**src/rtl/rtc_pkg.sv**
```systemverilog
package rtc_pkg;
   localparam int unsigned DATA_W   = 32;
   localparam int unsigned OFS_CTRL = 'h00;
   localparam int unsigned OFS_SEC  = 'h04;
   localparam int unsigned OFS_ALRM = 'h08;
   localparam int unsigned OFS_HIB  = 'h20;
   localparam int unsigned OFS_SCR  = 'h34;
   localparam int unsigned B_RDY = 7;
   localparam int unsigned B_F1  = 6;
   localparam int unsigned B_IE1 = 5;
   localparam int unsigned B_AF  = 4;
   localparam int unsigned B_AIE = 3;
   localparam int unsigned B_AE  = 2;
   localparam int unsigned B_EN  = 0;

   typedef struct packed {
      logic ie1;
      logic aie;
      logic ae;
      logic en;
   } ctl_en_t;
endpackage

```
**src/rtl/rtc_tick_gen.sv**
```systemverilog
module rtc_tick_gen #(
   parameter int unsigned PRESCALE = 8
) (
   input  logic clk,
   input  logic rst_n,
   input  logic run,
   output logic tick
);
   if (PRESCALE < 1) begin : g_bad_prescale
      $error("PRESCALE must be at least 1");
   end

   if (PRESCALE == 1) begin : g_direct
      assign tick = run;
   end else begin : g_count
      localparam int unsigned CW = $clog2(PRESCALE);
      localparam logic [CW-1:0] LAST = CW'(PRESCALE - 1);
      logic [CW-1:0] cnt_q;

      always_ff @(posedge clk or negedge rst_n) begin
         if (!rst_n)             cnt_q <= '0;
         else if (!run)          cnt_q <= '0;
         else if (cnt_q == LAST) cnt_q <= '0;
         else                    cnt_q <= cnt_q + 1'b1;
      end

      assign tick = run && (cnt_q == LAST);


      tick_spacing_chk: assert property (@(posedge clk) disable iff (!rst_n)
         tick |=> !tick);
   end
endmodule

```
**src/rtl/rtc_wr_gate.sv**
```systemverilog
module rtc_wr_gate #(
   parameter int unsigned WR_BUSY = 4
) (
   input  logic clk,
   input  logic rst_n,
   input  logic req,
   output logic accept,
   output logic ready
);
   if (WR_BUSY < 1) begin : g_bad_busy
      $error("WR_BUSY must be at least 1");
   end

   localparam int unsigned CW = $clog2(WR_BUSY + 1);
   logic [CW-1:0] left_q;

   assign ready  = (left_q == '0);
   assign accept = req && ready;

   always_ff @(posedge clk or negedge rst_n) begin
      if (!rst_n)      left_q <= '0;
      else if (accept) left_q <= CW'(WR_BUSY);
      else if (!ready) left_q <= left_q - 1'b1;
   end


   busy_after_write_chk: assert property (@(posedge clk) disable iff (!rst_n)
      accept |=> !ready);

   no_accept_busy_chk: assert property (@(posedge clk) disable iff (!rst_n)
      !ready |-> !accept);
endmodule

```
**src/rtl/rtc_event_flags.sv**
```systemverilog
module rtc_event_flags (
   input  logic clk,
   input  logic rst_n,
   input  logic tick,
   input  logic hit,
   input  logic ctl_wr,
   input  logic keep_f1,
   input  logic keep_af,
   input  logic ie1,
   input  logic aie,
   output logic f1,
   output logic af,
   output logic irq
);
   logic f1_q, af_q;

   always_ff @(posedge clk or negedge rst_n) begin
      if (!rst_n) begin
         f1_q <= 1'b0;
         af_q <= 1'b0;
      end else begin
         f1_q <= (ctl_wr ? (f1_q & keep_f1) : f1_q) | tick;
         af_q <= (ctl_wr ? (af_q & keep_af) : af_q) | hit;
      end
   end

   assign f1  = f1_q;
   assign af  = af_q;
   assign irq = (f1_q & ie1) | (af_q & aie);


   tick_sets_flag_chk: assert property (@(posedge clk) disable iff (!rst_n)
      tick |=> f1_q);

   hit_sets_flag_chk: assert property (@(posedge clk) disable iff (!rst_n)
      hit |=> af_q);

   f1_clear_src_chk: assert property (@(posedge clk) disable iff (!rst_n)
      $fell(f1_q) |-> $past(ctl_wr && !keep_f1));

   af_clear_src_chk: assert property (@(posedge clk) disable iff (!rst_n)
      $fell(af_q) |-> $past(ctl_wr && !keep_af));
endmodule

```
**src/rtl/sec_rtc.sv**
```systemverilog
module sec_rtc
   import rtc_pkg::*;
#(
   parameter int unsigned ADDR_W   = 6,
   parameter int unsigned PRESCALE = 8,
   parameter int unsigned WR_BUSY  = 4
) (
   input  logic              clk,
   input  logic              rst_n,
   input  logic              bus_wr,
   input  logic [ADDR_W-1:0] bus_addr,
   input  logic [31:0]       bus_wdata,
   output logic [31:0]       bus_rdata,
   output logic              irq,
   output logic              hib_req
);
   if (ADDR_W < 6) begin : g_bad_addr
      $error("ADDR_W must cover offset 0x34");
   end

   logic [DATA_W-1:0] sec_q, alarm_q, scr_q;
   logic              hib_q;
   ctl_en_t           ctl_q;
   logic              acc, rdy, tick, hit, f1, af;
   logic              sel_ctrl, sel_sec, sel_alrm, sel_hib, sel_scr;

   assign sel_ctrl = (bus_addr == ADDR_W'(OFS_CTRL));
   assign sel_sec  = (bus_addr == ADDR_W'(OFS_SEC));
   assign sel_alrm = (bus_addr == ADDR_W'(OFS_ALRM));
   assign sel_hib  = (bus_addr == ADDR_W'(OFS_HIB));
   assign sel_scr  = (bus_addr == ADDR_W'(OFS_SCR));

   rtc_wr_gate #(.WR_BUSY(WR_BUSY)) u_gate (
      .clk(clk), .rst_n(rst_n), .req(bus_wr), .accept(acc), .ready(rdy));

   rtc_tick_gen #(.PRESCALE(PRESCALE)) u_tick (
      .clk(clk), .rst_n(rst_n), .run(ctl_q.en), .tick(tick));

   assign hit = ctl_q.ae && (sec_q == alarm_q);

   rtc_event_flags u_flags (
      .clk(clk), .rst_n(rst_n), .tick(tick), .hit(hit),
      .ctl_wr(acc && sel_ctrl),
      .keep_f1(bus_wdata[B_F1]), .keep_af(bus_wdata[B_AF]),
      .ie1(ctl_q.ie1), .aie(ctl_q.aie),
      .f1(f1), .af(af), .irq(irq));

   always_ff @(posedge clk or negedge rst_n) begin
      if (!rst_n) begin
         sec_q   <= '0;
         alarm_q <= '0;
         scr_q   <= '0;
         hib_q   <= 1'b0;
         ctl_q   <= '0;
      end else begin
         if (acc && sel_sec) sec_q <= bus_wdata;
         else if (tick)      sec_q <= sec_q + 1'b1;
         if (acc && sel_alrm) alarm_q <= bus_wdata;
         if (acc && sel_scr)  scr_q   <= bus_wdata;
         if (acc && sel_hib && bus_wdata[0]) hib_q <= 1'b1;
         if (acc && sel_ctrl) begin
            ctl_q.ie1 <= bus_wdata[B_IE1];
            ctl_q.aie <= bus_wdata[B_AIE];
            ctl_q.ae  <= bus_wdata[B_AE];
            ctl_q.en  <= bus_wdata[B_EN];
         end
      end
   end

   assign hib_req = hib_q;

   always_comb begin
      bus_rdata = '0;
      if (sel_ctrl) begin
         bus_rdata[B_RDY] = rdy;
         bus_rdata[B_F1]  = f1;
         bus_rdata[B_IE1] = ctl_q.ie1;
         bus_rdata[B_AF]  = af;
         bus_rdata[B_AIE] = ctl_q.aie;
         bus_rdata[B_AE]  = ctl_q.ae;
         bus_rdata[B_EN]  = ctl_q.en;
      end else if (sel_sec)  bus_rdata = sec_q;
      else if (sel_alrm)     bus_rdata = alarm_q;
      else if (sel_hib)      bus_rdata = {31'd0, hib_q};
      else if (sel_scr)      bus_rdata = scr_q;
   end


   sec_step_chk: assert property (@(posedge clk) disable iff (!rst_n)
      (tick && !(acc && sel_sec)) |=> sec_q == $past(sec_q) + 1'b1);

   sec_hold_chk: assert property (@(posedge clk) disable iff (!rst_n)
      (!ctl_q.en && !acc) |=> $stable(sec_q));

   busy_ignores_chk: assert property (@(posedge clk) disable iff (!rst_n)
      !rdy |=> ($stable(scr_q) && $stable(alarm_q) && $stable(ctl_q)));

   hib_sticky_chk: assert property (@(posedge clk) disable iff (!rst_n)
      hib_q |=> hib_q);

   irq_source_chk: assert property (@(posedge clk) disable iff (!rst_n)
      irq |-> (f1 || af));
endmodule

```
**config.mk**
```make
export PLATFORM = sky130hd
export DESIGN_NAME = sec_rtc
export DESIGN_NICKNAME = d
export VERILOG_FILES = /design/src/rtl/rtc_pkg.sv /design/src/rtl/rtc_tick_gen.sv /design/src/rtl/rtc_wr_gate.sv /design/src/rtl/rtc_event_flags.sv /design/src/rtl/sec_rtc.sv
export SDC_FILE = /design/constraint.sdc
export NUM_CORES = 1
export LEC_CHECK = 0
export BUFFER_PORTS_ARGS = -buffer_cell sky130_fd_sc_hd__buf_4
export CORE_MARGIN = 8
export CORE_UTILIZATION = 47
export DETAILED_ROUTE_END_ITERATION = 16
export MAX_ROUTING_LAYER = met4
export PLACE_DENSITY = 0.7
export RECOVER_POWER = 100
export SLEW_MARGIN = 5
export SYNTH_ARGS = -nofsm -noshare
export SYNTH_HDL_FRONTEND = slang
export SYNTH_SLANG_ARGS = --single-unit
```
**constraint.sdc**
```tcl
create_clock -name clk -period 2.11 [get_ports clk]
set_clock_uncertainty 0.05 [all_clocks]
set_input_delay 0.422 -clock clk [delete_from_list [all_inputs] [get_ports clk]]
set_output_delay 0.422 -clock clk [all_outputs]
set_load 0.02 [all_outputs]
```
==> reports/qor.yml <==
path_class: "in2out"
dr.pass1.iters: 5
hold_depth: 2
place_congestion: 0.829
status: "finished, violations left"
core-area_um2: 12100
path_clk_slew_ns: 0.07
wl_um: 15000
r2r_setup_slack_ns: 0.02
async_flop_share: 1.00
seq_area_frac_synth: 0.468
detail-route-antenna-nets: 0
nets: 664
crit_path_max_fanout: 5
hold_class: "in2reg"
power.density_nw_per_um2: 712
rsz0062_at_grt: "true"
yosysWarnings: 0
crit_arrival_ns: 1.74
stdcell_count: 790
start_util: 0.483
syn_area_um2: 5830
synthFlopType: "dfrtp_1"
grt_pass1_wl_um: 24600
clock-sinks: 109
die_w_um: 127
dieArea_um2: 16200
syn_nets: 568
synthCells: 522
final_min_period_over_clock_period: 1.05
irDropWorstVdd_mv: 0.428
synth_top_cell_area_share: 0.468
grt_overflow_total: 0
grt_max_degree: 51
hp-start: "bus_wdata[17]"
grt_usage: 0.197
crit_required_ns: 1.64
hold_violations: 0
antenna_cells: 0
cp-start-kind: "input port"
synth-seq-cells: 109
setup_viol: 25
clock.fmax_mhz: 452
pre_cts_ws_ns: -0.252
r2r_end: "scr_q[31]$_DFFE_PN0P_"
cts_buffers: 9
violations: "negative setup slack"
yosysTopAreaCell: "dfrtp_1"
synth_edf_count: 0
timing.rr.start: "u_gate.left_q[0]$_DFFE_PN0P_"
synth.area.top_cells: "dfrtp_1, mux2_4, xor2_1"
holdPathEnd: "alarm_q[17]$_DFFE_PN0P_"
worst_slew_pin_slew_ns: 0.842
vias: 4455
cts_buffer_depth: 2
slew_headroom: 0.438
wire_per_inst_um: 19.0
ios: 75
portBuffers: 74
grt_pass1_vias: 4755
fin_ws_ns: -0.104
syn_to_final_growth_pct: 26.5
ff2ff_path_depth: 7
h-tree-depth: 3
slew_violations: 0
drcViolationCount: 0
timing.final.crit_period_ns: 2.21
dieHeight_um: 127
leakage_uw: 0.00349
syn_avg_cell_area_um2: 11.2
antenna_found_initial: 0
routed_via_density: 5.64
cts_tree: "yes"
placedCellCount: 769
synth_cell_types: 44
hpwl_um: 10600
clk_latency_ns: 0.34
drtIter0Drc: 477
drive_gt1_frac: 0.323
crit_path_end_kind: "primary output"
rows: 40
clockRootBuffer: "clkbuf_16"
cap_violations: 0
-- sequential cells by signal, indices dropped and copies added (netlist names) --
register / flops
alarm_q: 32
scr_q: 32
sec_q: 32
ctl_q: 4
u_gate.left_q: 3
u_tick.g_count.cnt_q: 3
hib_req: 1
u_flags.af: 1
u_flags.f1: 1
-- placed cells by master (no fill, tap or decap), types with 3 or more instances in the layout --
| cell | instances |
|---|---|
| a21oi_1 | 32 |
| a21oi_2 | 5 |
| a222oi_1 | 31 |
| and2_1 | 3 |
| and3_1 | 6 |
| buf_12 | 11 |
| buf_4 | 61 |
| buf_6 | 32 |
| clkbuf_1 | 4 |
| clkbuf_16 | 9 |
| clkbuf_4 | 4 |
| clkinv_2 | 3 |
| dfrtp_1 | 109 |
| ha_1 | 5 |
| inv_1 | 30 |
| mux2_1 | 11 |
| mux2_2 | 27 |
| mux2_4 | 30 |
| nand2_1 | 16 |
| nand3_1 | 17 |
| nand4_1 | 15 |
| nor2_1 | 45 |
| nor4_1 | 6 |
| o21ai_0 | 6 |
| xnor2_1 | 24 |
| xor2_1 | 37 |
-- layout make-up --
class	instances	area, um2
clock inverter	5	75.1
inverter	30	113
multi-input combinational	351	2830
timing repair buffer	117	1180
clock buffer	10	239
fill	986	4690
sequential	109	2730
tap	168	210
-- how the worst max path moves through the flow --
stage,slack [ns],startpoint,end,cells after the start
after detailed placement,-0.25,bus_addr[0],bus_rdata[15],9
after global placement,-0.17,bus_addr[0],bus_rdata[23],9
after floorplan,0.01,bus_addr[1],bus_rdata[12],7
after CTS,-0.14,bus_addr[0],bus_rdata[4],9
final,-0.10,bus_addr[0],bus_rdata[15],9
after global routing,-0.17,bus_addr[0],bus_rdata[11],9
-- synth_stat cells (2+ instances only) --
| cell | count |
|---|---|
| inv_1 | 30 |
| mux2_1 | 11 |
| a21oi_1 | 37 |
| nor2_1 | 46 |
| nand3b_1 | 2 |
| ha_1 | 5 |
| xor2_1 | 37 |
| a31oi_1 | 2 |
| mux2_4 | 30 |
| mux2_2 | 27 |
| nor2b_1 | 2 |
| nand3_1 | 17 |
| nor4_1 | 6 |
| and2_1 | 5 |
| buf_4 | 2 |
| and4_1 | 2 |
| a222oi_1 | 31 |
| nor3_1 | 3 |
| nand4b_1 | 2 |
| nor3_2 | 2 |
| and3_1 | 7 |
| nand4_1 | 15 |
| clkbuf_1 | 17 |
| nand2_1 | 15 |
| dfrtp_1 | 109 |
| buf_12 | 3 |
| buf_2 | 9 |
| xnor2_1 | 24 |
| or3_1 | 2 |
| nand2_2 | 2 |
| o21ai_0 | 7 |
-- critical path: stages --
cell	delay, ns
buf_8	0.08
nor3_4	0.03
and2_4	0.13
and3_4	0.18
buf_12	0.16
buf_12	0.12
a222oi_1	0.36
inv_1	0.10
buf_6	0.14
-- layer usage --
layer | track usage | routed length, um | share of wire | up-vias
li1 | - | - | - | 2076
met1 | 0.240 | 6510 | 0.43 | 2205
met2 | 0.316 | 7230 | 0.48 | 147
met3 | 0.0470 | 878 | 0.059 | 27
met4 | 0.0658 | 365 | 0.024 | 0
met5 | - | 0 | 0 | -
-- power by group --
part	internal, uW	switching [uW]
sequential	2270	189
clock	1060	741
combinational	486	494
-- per-stage QoR --
| stage | setup TNS, ns | power, uW | instance area (um2) | utilization | hold WS, ns |
|---|---|---|---|---|---|
| after CTS | -1.70 | 5290 | 7510 | 0.623 | 0.258 |
| after floorplan | 0 | 3050 | 5850 | - | 0.0764 |
| final | -0.950 | 5250 | 7370 | 0.611 | 0.265 |
| after global placement | -5.08 | 3430 | 6940 | 0.575 | 0.252 |
| after detailed placement | -5.74 | 3470 | 6940 | 0.575 | 0.254 |
| after global routing | -5.82 | 5480 | 7370 | 0.611 | 0.264 |
-- repair_timing --
| action | 4_1_cts | 5_1_grt |
|---|---|---|
| hold buffers | 1 | 0 |
| endpoints found under the setup margin | 48 | 34 |
| pin swaps | 34 | 13 |
| hold endpoints to repair | 13 | 0 |
| gates cloned | 3 | 0 |
| gates resized for setup | 40 | 9 |
| setup buffers | 3 | 0 |
-- logic make-up after synthesis --
logic type               share of synthesized area
AND/OR/NAND/NOR                              0.123
flip-flops                                   0.468
AO/OA/AOI/OAI                                0.101
multiplexers                                 0.152
buffers and inverters                       0.0528
XOR/XNOR                                    0.0917
adder cells (fa/ha/maj)                     0.0107
No activity file was read; power rests on OpenSTA's default activity.
